===== config.mk =====
export PLATFORM = sky130hd
export DESIGN_NAME = sector_protect_gate
export DESIGN_NICKNAME = d
export VERILOG_FILES = /design/src/rtl/spg_pkg.sv /design/src/rtl/spg_region_check.sv /design/src/rtl/spg_lock_latch.sv /design/src/rtl/spg_op_ctrl.sv /design/src/rtl/sector_protect_gate.sv
export SDC_FILE = /design/constraint.sdc
export NUM_CORES = 1
export LEC_CHECK = 0
export BUFFER_PORTS_ARGS = -buffer_cell sky130_fd_sc_hd__buf_2
export CAP_MARGIN = 20
export CORE_AREA = 2 2 39 41
export CTS_CLUSTER_DIAMETER = 120
export CTS_CLUSTER_SIZE = 25
export DETAILED_ROUTE_END_ITERATION = 12
export DIE_AREA = 0 0 41 43
export PLACE_DENSITY = 0.48
export SETUP_SLACK_MARGIN = 0.3
export SLEW_MARGIN = 10
export SYNTH_ARGS = -nofsm -noshare
export SYNTH_HDL_FRONTEND = slang
export SYNTH_SLANG_ARGS = --single-unit

===== constraint.sdc =====
create_clock -name clk -period 3.6 [get_ports clk]
set_clock_uncertainty 0.05 [all_clocks]
set_input_delay 0.72 -clock clk [delete_from_list [all_inputs] [get_ports clk]]
set_output_delay 0.72 -clock clk [all_outputs]
set_load 0.02 [all_outputs]

===== src/rtl/spg_pkg.sv =====
// Shared types for the sector write-protect gate.
// Assumes a two-bit operation code; reserved code is handled as a read.
package spg_pkg;

    typedef enum logic [1:0] {
        OP_READ  = 2'b00,
        OP_PROG  = 2'b01,
        OP_ERASE = 2'b10,
        OP_RSVD  = 2'b11
    } op_kind_e;

    typedef enum logic [1:0] {
        ST_IDLE = 2'd0,
        ST_RUN  = 2'd1,
        ST_SUSP = 2'd2
    } op_state_e;

    // True for the operation types that alter array contents.
    function automatic logic op_modifies(input logic [1:0] code);
        return (op_kind_e'(code) == OP_PROG) || (op_kind_e'(code) == OP_ERASE);
    endfunction

endpackage


===== src/rtl/spg_region_check.sv =====
// Region check: decides whether a request is blocked by the live pins.
// Assumes the highest sector index is guarded by the top pin and all
// others by the general pin. Purely combinational.
module spg_region_check #(
    parameter int SECTORS = 16,
    parameter int SECT_W  = $clog2(SECTORS)
) (
    input  logic [SECT_W-1:0] sector,
    input  logic              modifies,
    input  logic              top_pin_n,
    input  logic              rest_pin_n,
    output logic              blocked
);
    localparam logic [SECT_W-1:0] TOP_IDX = SECT_W'(SECTORS - 1);

    logic is_top;

    // Classify the target and choose the pin that guards it.
    always_comb begin
        is_top  = (sector == TOP_IDX);
        blocked = modifies && (is_top ? !top_pin_n : !rest_pin_n);
    end
endmodule


===== src/rtl/spg_lock_latch.sv =====
// Effective lock registers: one per protect pin. Each follows its
// inverted pin while not held, and freezes while an operation is active.
// Assumes hold is a registered signal that rises the cycle after a start.
module spg_lock_latch #(
    parameter int NPINS = 2
) (
    input  logic             clk,
    input  logic             rst_n,
    input  logic             hold,
    input  logic [NPINS-1:0] pin_n,
    output logic [NPINS-1:0] lock
);
    for (genvar i = 0; i < NPINS; i++) begin : g_pin
        logic lock_q;

        // Track the pin while free, freeze while held.
        always_ff @(posedge clk) begin
            if (!rst_n) begin
                lock_q <= 1'b0;
            end else if (!hold) begin
                lock_q <= !pin_n[i];
            end
        end

        assign lock[i] = lock_q;
    end
endmodule


===== src/rtl/spg_op_ctrl.sv =====
// Operation phase control: idle, running and suspended.
// Ending an operation takes priority over suspend or resume.
// Assumes launch is only raised while idle.
module spg_op_ctrl
    import spg_pkg::*;
(
    input  logic clk,
    input  logic rst_n,
    input  logic launch,
    input  logic finish,
    input  logic susp_req,
    input  logic resume_req,
    output logic busy,
    output logic suspended
);
    op_state_e state_q, state_d;

    // Next phase from strobes, with finish ranked first.
    always_comb begin
        state_d = state_q;
        unique case (state_q)
            ST_IDLE: if (launch) state_d = ST_RUN;
            ST_RUN: begin
                if (finish)        state_d = ST_IDLE;
                else if (susp_req) state_d = ST_SUSP;
            end
            ST_SUSP: begin
                if (finish)          state_d = ST_IDLE;
                else if (resume_req) state_d = ST_RUN;
            end
            default: state_d = ST_IDLE;
        endcase
    end

    // Phase register.
    always_ff @(posedge clk) begin
        if (!rst_n) state_q <= ST_IDLE;
        else        state_q <= state_d;
    end

    assign busy      = (state_q != ST_IDLE);
    assign suspended = (state_q == ST_SUSP);
endmodule


===== src/rtl/sector_protect_gate.sv =====
// Sector write-protect gate top. Qualifies each start request against the
// two protect pins sampled at the start edge. It raises one-cycle grant or
// reject pulses, tracks the active operation and reports the effective
// lock status, which stays frozen from start until the operation ends.
// Assumes the done and abort strobes come from the operation engine.
module sector_protect_gate
    import spg_pkg::*;
#(
    parameter int SECTORS = 16,
    localparam int SECT_W = $clog2(SECTORS)
) (
    input  logic              clk,
    input  logic              rst_n,
    input  logic              op_start,
    input  logic [1:0]        op_kind,
    input  logic [SECT_W-1:0] op_sector,
    input  logic              op_done,
    input  logic              op_abort,
    input  logic              susp_req,
    input  logic              resume_req,
    input  logic              top_lock_n,
    input  logic              wp_n,
    output logic              grant,
    output logic              reject,
    output logic              busy,
    output logic              suspended,
    output logic              lock_top,
    output logic              lock_rest
);
    localparam int NPINS = 2;

    logic             start_idle;
    logic             modifies;
    logic             blocked;
    logic             launch;
    logic             grant_q, reject_q;
    logic [NPINS-1:0] locks;

    // Qualify the start request against the current phase and type.
    always_comb begin
        start_idle = op_start && !busy;
        modifies   = op_modifies(op_kind);
        launch     = start_idle && modifies && !blocked;
    end

    spg_region_check #(.SECTORS(SECTORS), .SECT_W(SECT_W)) u_region (
        .sector     (op_sector),
        .modifies   (modifies),
        .top_pin_n  (top_lock_n),
        .rest_pin_n (wp_n),
        .blocked    (blocked)
    );

    spg_op_ctrl u_ctrl (
        .clk        (clk),
        .rst_n      (rst_n),
        .launch     (launch),
        .finish     (op_done || op_abort),
        .susp_req   (susp_req),
        .resume_req (resume_req),
        .busy       (busy),
        .suspended  (suspended)
    );

    spg_lock_latch #(.NPINS(NPINS)) u_locks (
        .clk   (clk),
        .rst_n (rst_n),
        .hold  (busy),
        .pin_n ({wp_n, top_lock_n}),
        .lock  (locks)
    );

    // Register the one-cycle decision pulses.
    always_ff @(posedge clk) begin
        if (!rst_n) begin
            grant_q  <= 1'b0;
            reject_q <= 1'b0;
        end else begin
            grant_q  <= start_idle && !blocked;
            reject_q <= start_idle && blocked;
        end
    end

    assign grant     = grant_q;
    assign reject    = reject_q;
    assign lock_top  = locks[0];
    assign lock_rest = locks[1];
endmodule


## After elaboration in Yosys (flattened, before gate mapping)

Cells that the tools add are included.

| storage, ports and cells | value |
|---|---|
| flip-flop bits (word level) | 6 |
| bits of input ports | 15 |
| output and inout port bits | 6 |
| logic and storage cells | 35 |

| cells by class | value |
|---|---|
| eq/ne operators | 8 |
| muxes and demuxes | 7 |
| reduce and logical (&&, ||, !) cells | 15 |

Operators with widths:

| operator | number |
|---|---|
| $mux 2 | 5 |
| $logic_and 1x1->1 | 6 |
| $ne 3x2->1 const B | 2 |
| $pmux 2 s3 | 1 |
| $eq 2x1->1 const B | 2 |
| $eq 2x2->1 const B | 2 |
| $eq 4x4->1 const B | 1 |
| $logic_not 1->1 | 4 |
| $reduce_and 3->1 | 1 |
| $logic_not 2->1 | 1 |
| $logic_or 1x1->1 | 2 |
| $ne 2x2->1 const B | 1 |
| $reduce_bool 2->1 | 1 |
| $mux 1 | 1 |

## Depth between registers and ports, before layout

Gate-level depths: netlist of the first run.

| depth | value |
|---|---|
| depth after elaboration | 7 |
| depth in mapped cells | 3 |
| depth with buffers taken out | 3 |

## Cells and area by module

A second synthesis of the first run with hierarchy kept.

| second synthesis, totals | value |
|---|---|
| cell total of the unflattened synthesis | 34 |
| area total of the unflattened synthesis | 334.1 µm² |

By module, submodules not included:

| module | times used | cells each | area each (µm²) | sequential area each (µm²) |
|---|---|---|---|---|
| spg_op_ctrl | 1 | 13 | 117.6 | 40.0 |
| spg_lock_latch | 1 | 10 | 97.6 | 40.0 |
| sector_protect_gate | 1 | 7 | 87.6 | 40.0 |
| spg_region_check | 1 | 4 | 31.3 | 0.0 |

## Worst setup path before layout of the first run

No wires, ideal clock.

| timing path | value |
|---|---|
| path type | input to register |
| start | input port op_sector[2] |
| end | register u_ctrl.state_q[0] |
| setup time | 0.103 ns |
| arrival time | 1.446 ns |
| data required time | 3.447 ns |
| slack | 2.000 ns |
| stages | 3 |
| buffers on the path | 0 |
| cell sequence | nand4_2 -> mux2_4 -> a2111oi_2 |

| on the way | value |
|---|---|
| longest elaborated chain between the ends | 7 |

Ends and longest elaborated chain:

| what | RTL line | source |
|---|---|---|
| from (decl) | sector_protect_gate.sv:16 | `input logic [SECT_W-1:0] op_sector,` |
| $eq 4x4->1 | spg_region_check.sv:20 | `is_top = (sector == TOP_IDX);` |
| $mux 1 | spg_region_check.sv:21 | `blocked = modifies && (is_top ? !top_pin_n : !rest_pin_n);` |
| $logic_and 1x1->1 | spg_region_check.sv:21 |  |
| $logic_not 1->1 | sector_protect_gate.sv:43 | `launch = start_idle && modifies && !blocked;` |
| $logic_and 1x1->1 | sector_protect_gate.sv:43 |  |
| $ne 2x2->1 (no source line) | - |  |
| $reduce_and 3->1 (no source line) | - |  |
| to (signal assigned) | spg_op_ctrl.sv:38 | `else state_q <= state_d;` |
| to (decl) | spg_op_ctrl.sv:16 | `op_state_e state_q, state_d;` |

Every way passes these cells.
A chain may end at the register's enable or synchronous reset.

## Worst setup path in the final report of the first run

| timing path | value |
|---|---|
| start | register u_ctrl.state_q[0] |
| end | output port busy |

| on the way | value |
|---|---|
| longest elaborated chain between the ends | 1 |

Ends and longest elaborated chain:

| what | RTL line | source |
|---|---|---|
| $reduce_bool 2->1 | spg_op_ctrl.sv:41 | `assign busy = (state_q != ST_IDLE);` |
| to (decl) | sector_protect_gate.sv:25 | `output logic busy,` |

Every way passes these cells.

==> results of run 1 <==
==> routing by layer <==
layer | vias to the layer above | GRT usage [%] | part of all wire (%)
met5 | - | 0 | 0
met4 | 0 | 2.00 | 0
met3 | 0 | 9.42 | 12
met2 | 13 | 11.9 | 47
met1 | 143 | 11.9 | 41
li1 | 172 | - | -
==> worst register-to-register path, delay by kind of cell (launching register included) <==
kind / cells / cell delay [ns]
flip-flops: 1 / 0.42
AND/OR/NAND/NOR: 1 / 0.41
AO/OA/AOI/OAI: 2 / 0.31
==> through the flow <==
stage	power (uW)	util [%]	setup slack, ns	hold slack (ns)
6_report	166	33.4	1.62	0.440
5_1_grt	180	33.4	1.48	0.465
4_1_cts	171	33.4	1.60	0.445
3_5_place_dp	107	31.7	1.86	0.434
3_3_place_gp	107	31.7	1.87	0.434
2_1_floorplan	91.1	-	2.00	0.464
==> worst min-delay path by stage <==
stage	to	start	depth (start not counted)	slack [ns]
3_5_place_dp	u_locks.g_pin[1].lock_q$_SDFFE_PN0N_	u_locks.g_pin[1].lock_q$_SDFFE_PN0N_	1	0.43
6_report	u_locks.g_pin[1].lock_q$_SDFFE_PN0N_	u_locks.g_pin[1].lock_q$_SDFFE_PN0N_	1	0.44
2_1_floorplan	u_ctrl.state_q[1]$_SDFFE_PN0P_	u_ctrl.state_q[0]$_SDFFE_PN0P_	2	0.46
3_3_place_gp	u_locks.g_pin[1].lock_q$_SDFFE_PN0N_	u_locks.g_pin[1].lock_q$_SDFFE_PN0N_	1	0.43
5_1_grt	u_locks.g_pin[0].lock_q$_SDFFE_PN0N_	u_locks.g_pin[0].lock_q$_SDFFE_PN0N_	1	0.47
4_1_cts	u_locks.g_pin[1].lock_q$_SDFFE_PN0N_	u_locks.g_pin[1].lock_q$_SDFFE_PN0N_	1	0.45
==> final cells by class <==
class,count,area (um^2)
timing repair buffer,20,100
clock buffer,3,22.5
multi-input combinational,26,191
fill,155,922
sequential,6,120
inverter,2,7.51
tap,16,20.0
==> synthesized netlist by cell type <==
cell type,count
dfxtp_1,6
nand2_1,4
a21oi_1,3
inv_1,2
nor2_1,2
nor3_1,2
o211a_1,2
a2111oi_2,1
and2b_2,1
and3b_1,1
mux2_4,1
mux2i_1,1
nand3_1,1
nand3b_1,1
nand4_2,1
nor4_1,1
o21ai_0,1
o31ai_2,1
or3b_1,1
xor2_1,1
==> placed cells by master (no fill, tap or decap), types with 2 or more instances in the layout <==
cell,netlist,routed
a21oi_1,3,3
buf_2,0,20
clkbuf_4,0,3
dfxtp_1,6,6
inv_1,2,2
nand2_1,4,4
nor2_1,2,2
nor3_1,2,2
o211a_1,2,2
==> registers in the layout (all words and copies together), names as in the netlist <==
| name | flops |
|---|---|
| grant | 1 |
| reject | 1 |
| u_ctrl.state_q | 2 |
| u_locks.g_pin.lock_q | 2 |
==> power breakdown <==
group          internal [uW]  total [uW]  switching, uW
logic                   15.4        32.9           17.5
clock network           37.6        61.0           23.3
registers               70.3        72.2           1.92
==> kinds of logic (layout without fill, tap and decap cells) <==
logic type	count (synthesis)	after routing	synth area share, %
AND/OR/NAND/NOR	15	15	28.2
multiplexers	2	2	7.84
buffers and inverters	2	25	2.35
XOR/XNOR	1	1	2.75
AO/OA/AOI/OAI	8	8	21.2
flip-flops	6	6	37.6
==> flow_summary.ini, run 1 <==
[global_route]
track_usage_pct = 9.63
grt_pass1_vias = 264
antenna_found_initial = 0
gr-total-overflow = 0
grt_max_degree = 9
grt_pass1_wl_mm = 1.06

[floorplan]
rows = 14
start_util_pct = 23.1
die-area_mm2 = 0.00176
core_mm2 = 0.00138
die_y_um = 43
die_w_um = 41
ios = 21

[timing]
slew_violations = 0
rsz0062_at_grt = false
slew_headroom_pct = 70.4
finalSetupViolCount = 0
fin_crit_sh_pct = 55.0
hold_violations = 0
worst_slew_pin_slew_ns = 0.442
fmax_ghz = 0.505
tns_ns = 0
fin_crit_ns = 1.98

[critical_path]
arrival_ns = 1.21
path_buf_inv = 2
r2r_start = u_ctrl.state_q[1]$_SDFFE_PN0P_
crit_path_cell_trace = nor2_1, inv_1, buf_2
worstPathMaxFanout = 7
r2r.worst_path.cells = 3
cpLargestDelayFamily = simple AND/OR/NAND/NOR gates
r2r_slack_ns = 2.27
max_stage_delay_ns = 0.38
startpoint = u_ctrl.state_q[0]$_SDFFE_PN0P_
timing.critical_path.to = busy
slowest_stage = nor2_1
r2r-end = u_ctrl.state_q[0]$_SDFFE_PN0P_
required_ns = 2.83
crit_type = reg -> out
startpoint_type = flop
endpoint_kind = primary output
path_depth = 3

[logic_synthesis]
yosysTopAreaCell = dfxtp_1
netlist_area_um2 = 319
synth_cell_types = 20
synth_top_area_share_pct = 37.6
ys_warn_count = 0
synth-seq-area-share_pct = 37.6
avgSynthCellArea_um2 = 9.38
ys_seq_elements = 6
synth.area.top_cells = dfxtp_1 38%, o211a_1 6.3%, a21oi_1 4.7%, a2111oi_2 4.7%, mux2_4 4.7%
syn_inst = 34
synth_fp_nets = 49

[power_and_ir_drop]
power.density_mw_per_mm2 = 360
p_leak_uw = 0.000251
max-vdd-ir-drop_mv = 0.114

[flow_run]
maxCapViolations = 0

[layout]
fin_area_um2 = 462
antennaDiodeCount = 0
layout-drive-gt1-share_pct = 49.1
layout.cells.non_filler = 73
nets = 74
syn2layout_area_growth_pct = 44.7

[drt]
drt-total-wl_um = 666
num_vias = 328
routed_via_density = 4.49
drc = 0
drtIter0Drc = 2
first_pass_iters = 3
avgRoutedWirePerCell_um = 9.12
postRouteAntennaNets = 0

[clock_network]
clk_pin_slew_ns = 0.04
postCtsSetupBuffers = 0
clk_path_buf_depth = 2
root_buffer = clkbuf_4
cts_resized = 0
clkLatencyLatePin_ns = 0.24
cts_made_buffers = 3
cts_tree = yes
htree_num_levels = 1
cts.sinks = 6
ctsHoldBuffers = 0

[run_status]
status = complete, no violations

[worst_hold_path]
min_path_type = reg -> reg

[place]
place_area_um2 = 439
portBuffers = 20
place_hpwl_um = 570
dp.cells = 70
gp_congestion = 0.760
No activity file was read; power rests on OpenSTA's default activity.
==> run 2: changes to the inputs <==
==> constraint.sdc (replaced) <==
create_clock -name clk -period 1.9 [get_ports clk]
set_clock_uncertainty 0.05 [all_clocks]
set_input_delay 0.38 -clock clk [delete_from_list [all_inputs] [get_ports clk]]
set_output_delay 0.38 -clock clk [all_outputs]
set_load 0.02 [all_outputs]
==> run 2 against run 1 <==
- worst hold slack got worse by 0.084 ns
- sequential power increased by 91%
- combinational power increased by 95%
- utilization increased by 0.72 points
- power increased by 89%
- register-to-register slack got worse by 1.6 ns
- largest power group unchanged
==> flow_summary.ini, run 2 (synthesis results as in run 1) <==
[clock_network]
cts.sinks = 6
cts_tree = yes
clk_pin_slew_ns = 0.04
root_buffer = clkbuf_4
clkLatencyLatePin_ns = 0.24
clk_path_buf_depth = 2
cts_made_buffers = 3
ctsHoldBuffers = 0
cts_resized = 0
htree_num_levels = 1
postCtsSetupBuffers = 0

[drt]
drc = 0
routed_via_density = 4.49
num_vias = 332
drt-total-wl_um = 715
drtIter0Drc = 4
avgRoutedWirePerCell_um = 9.66
first_pass_iters = 3
postRouteAntennaNets = 0

[timing]
hold_violations = 0
fmax_ghz = 0.687
postLayoutSetupSlackWorst_ns = 0.444
finalSetupViolCount = 0
fin_crit_ns = 1.46
tns_ns = 0
hold-worst-slack_ns = 0.357
fin_crit_sh_pct = 76.6
worst_slew_pin_slew_ns = 0.248
slew_violations = 0
slew_headroom_pct = 83.4
rsz0062_at_grt = false

[layout]
antennaDiodeCount = 0
layout_commonest_cell = buf_2
layout_common_cells = 20 x buf_2, 4 x nand2_1, 4 x dfxtp_1
nets = 75
largest_registers = u_ctrl.state_q: 2 flops, u_locks.g_pin.lock_q: 2 flops
layout.filler_cells = 157
post-route-util_pct = 34.1
layout-drive-gt1-share_pct = 53.4
syn2layout_area_growth_pct = 47.8

[power_and_ir_drop]
p_leak_uw = 0.000257
power.density_mw_per_mm2 = 665
max-vdd-ir-drop_mv = 0.351
p_total_uw = 314

[critical_path]
endpoint_kind = primary output
r2r_start = u_ctrl.state_q[1]$_SDFFE_PN0P_
max_stage_delay_ns = 0.38
startpoint = u_ctrl.state_q[0]$_SDFFE_PN0P_
slowest_stage = dfxtp_2
worstPathMaxFanout = 7
required_ns = 1.47
arrival_ns = 1.03
r2r.worst_path.cells = 3
startpoint_type = flop
crit_path_cell_trace = nor2_1, buf_4, inv_1, buf_2
crit_type = reg -> out
r2r_slack_ns = 0.66

[place]
portBuffers = 20
gp_congestion = 0.688
dpl_worst_slack_ns = 0.494

[floorplan]
rows = 14
die_w_um = 41
die_y_um = 43
die-area_mm2 = 0.00176
start_util_pct = 23.1
ios = 21
core_mm2 = 0.00138

[global_route]
track_usage_pct = 9.95
grt_pass1_vias = 285
antenna_found_initial = 0
gr-total-overflow = 0
grt_max_degree = 9
grt_pass1_wl_mm = 1.12

[worst_hold_path]
min_path_type = in -> reg
hp-start = op_start
holdPathStages = 3

[run_status]
status = complete, no violations

[flow_run]
maxCapViolations = 0
-- run 2: cell type report --
class / instances / area (um^2) / area share (%)
clock buffers: 3 / 22.5 / 4.77
well taps: 16 / 20.0 / 4.24
flip-flops and latches: 6 / 123 / 26.0
inverters: 2 / 7.51 / 1.59
repair buffers: 21 / 108 / 22.8
multi-input cells: 26 / 191 / 40.6
-- run 2: path summary, 6_finish.rpt --
kind | end
setup / recovery | busy
hold / removal | grant$_SDFF_PN0_
setup reg to reg | u_ctrl.state_q[0]$_SDFFE_PN0P_
hold reg to reg | u_locks.g_pin[1].lock_q$_SDFFE_PN0N_
-- run 2: power by group --
part           internal (uW)  switching (uW)
clock network           71.1            41.0
logic                   30.8            33.2
registers                134            4.11
total                    235            78.3
-- run 2: metal layers --
layer / part of all wire (%) / wire length (um) / vias to the layer above / track usage (%)
li1: - / - / 178 / -
met1: 44 / 318 / 141 / 12.3
met2: 46 / 328 / 13 / 12.5
met3: 9.5 / 68 / 0 / 9.42
met4: 0 / 0 / 0 / 2.00
met5: 0 / 0 / - / 0
-- run 2: worst max-delay path: cells and delay by family, from the launching register on --
kind	cells	cell delay, ns
buffers and inverters	3	0.35
flip-flops	1	0.38
AND/OR/NAND/NOR	1	0.06
-- run 2: metrics by stage --
stage	cells	cell area (um^2)
CTS	74	469
detailed placement	71	447
global placement	71	447
finish	74	472
floorplan	34	319
global route	74	472
==> run 3: changes to the inputs <==
--- a/config.mk
+++ b/config.mk
@@ -12,7 +12,7 @@
 export CTS_CLUSTER_SIZE = 25
 export DETAILED_ROUTE_END_ITERATION = 12
 export DIE_AREA = 0 0 41 43
-export PLACE_DENSITY = 0.48
+export PLACE_DENSITY = 0.49
 export SETUP_SLACK_MARGIN = 0.3
 export SLEW_MARGIN = 10
 export SYNTH_ARGS = -nofsm -noshare
==> constraint.sdc (replaced) <==
create_clock -name clk -period 1.3 [get_ports clk]
set_clock_uncertainty 0.05 [all_clocks]
set_input_delay 0.26 -clock clk [delete_from_list [all_inputs] [get_ports clk]]
set_output_delay 0.26 -clock clk [all_outputs]
set_load 0.02 [all_outputs]
==> run 3 against run 2 <==
- register-to-register slack lost 0.63 ns
- first-iteration DRC count shrank 25%
- sequential share of layout area shrank 0.87 points
- via count grew 3.0%
- combinational power grew 64%
- worst hold slack lost 0.13 ns
- critical endpoint is now suspended
==> flow_summary.ini, run 3 (synthesis results as in run 1) <==
[critical_path]
r2r-end = u_ctrl.state_q[0]$_SDFFE_PN0P_
worstPathMaxFanout = 7
startpoint_type = flop
r2r_start = u_ctrl.state_q[1]$_SDFFE_PN0P_
r2r.worst_path.cells = 3
crit_type = reg -> out
r2r_slack_ns = 0.03
endpoint_kind = primary output
required_ns = 0.99
arrival_ns = 0.98

[power_and_ir_drop]
p_leak_uw = 0.000266
max-vdd-ir-drop_mv = 0.414
p_total_uw = 476
power.density_mw_per_mm2 = 919

[layout]
layout.cells.non_filler = 74
nets = 75
layout-drive-gt1-share_pct = 62.1
largest_registers = u_ctrl.state_q: 2 flops, u_locks.g_pin.lock_q: 2 flops
fin_area_um2 = 518
antennaDiodeCount = 0
post-route-util_pct = 37.4
layout.filler_cells = 153
layout_commonest_cell = buf_2
syn2layout_area_growth_pct = 62.4
layout_common_cells = 15 x buf_2, 5 x dfxtp_2, 5 x buf_6

[worst_hold_path]
min_path_type = in -> reg
holdPathStages = 3
hp-start = op_start
hold_path_end = grant$_SDFF_PN0_

[clock_network]
clk_pin_slew_ns = 0.04
postCtsSetupBuffers = 0
cts.sinks = 6
htree_num_levels = 1
cts_tree = yes
clkLatencyLatePin_ns = 0.24
cts_made_buffers = 3
ctsHoldBuffers = 0
clk_path_buf_depth = 2
root_buffer = clkbuf_4

[global_route]
track_usage_pct = 11.3
grt_pass1_wl_mm = 1.36
gr-total-overflow = 0
antenna_found_initial = 0
grt_max_degree = 9
grt_pass1_vias = 370

[place]
place_area_um2 = 448
portBuffers = 20
place_hpwl_um = 624
dp.cells = 71
gp_congestion = 0.660

[drt]
dr_wl_met3_um = 61
top_layer = met3
drc = 0
met2WireLength_um = 383
routed_via_density = 4.62
met1_length_um = 304
avgRoutedWirePerCell_um = 10.1
first_pass_iters = 2
postRouteAntennaNets = 0
drt-total-wl_um = 749
drtIter0Drc = 3
num_vias = 342

[timing]
slew_violations = 0
fin_crit_ns = 1.29
slew_headroom_pct = 82.5
worst_slew_pin_slew_ns = 0.262
finalSetupViolCount = 0
rsz0062_at_grt = true
fin_crit_sh_pct = 99.0
hold_violations = 0
fmax_ghz = 0.777

[floorplan]
die-area_mm2 = 0.00176
ios = 21
core_mm2 = 0.00138
die_y_um = 43
rows = 14
start_util_pct = 23.1
die_w_um = 41

[flow_run]
maxCapViolations = 0

[run_status]
status = complete, no violations
## run 3: power by group
| group | internal (uW) | leakage [uW] | total (uW) | switching (uW) |
|---|---|---|---|---|
| clock network | 104 | 0.0000138 | 166 | 61.8 |
| logic | 55.6 | 0.000201 | 105 | 49.6 |
| registers | 196 | 0.0000519 | 205 | 9.13 |
## run 3: worst max path at each step
stage                              startpoint                              to  slack (ns)  depth (start not counted)
2_1_floorplan  u_ctrl.state_q[0]$_SDFFE_PN0P_  u_ctrl.state_q[0]$_SDFFE_PN0P_        0.11                          3
3_3_place_gp   u_ctrl.state_q[0]$_SDFFE_PN0P_  u_ctrl.state_q[0]$_SDFFE_PN0P_        0.04                          3
3_5_place_dp                     op_sector[2]  u_ctrl.state_q[0]$_SDFFE_PN0P_       0.007                          4
4_1_cts        u_ctrl.state_q[0]$_SDFFE_PN0P_                       suspended       0.006                          2
5_1_grt        u_ctrl.state_q[0]$_SDFFE_PN0P_                       suspended       -0.02                          2
6_report       u_ctrl.state_q[0]$_SDFFE_PN0P_                       suspended        0.01                          2
## run 3: cell type report
class	instances	area, um^2	share of cell area, %
Clock buffer	3	22.5	4.35
Inverter	2	7.51	1.45
Multi-Input combinational cell	26	199	38.4
Sequential cell	6	130	25.1
Tap cell	16	20.0	3.86
Timing Repair Buffer	21	139	26.8
## run 3: per-layer routing
layer	global-route usage, %	up-vias
met5	0	-
met4	4.00	0
met3	6.28	0
met2	18.4	12
met1	11.6	156
li1	-	174
## run 3: timing repair
| item | CTS | global route |
|---|---|---|
| pin swaps | 0 | 0 |
| gates resized for setup | 14 | 4 |
| setup endpoints to repair | 12 | 10 |
## run 3: critical path, stage by stage (launching register included)
cell and delay (ns):
dfxtp_4 0.38, and2b_2 0.23, buf_6 0.13
## run 3: metrics by stage
step	hold WS [ns]	TNS [ns]	setup WS, ns
after CTS	0.236	0	0.00642
after global routing	0.234	-0.0538	-0.0201
after floorplan	0.319	0	0.110
final	0.228	0	0.0132
after detailed placement	0.436	0	0.00714
after global placement	0.436	0	0.0398
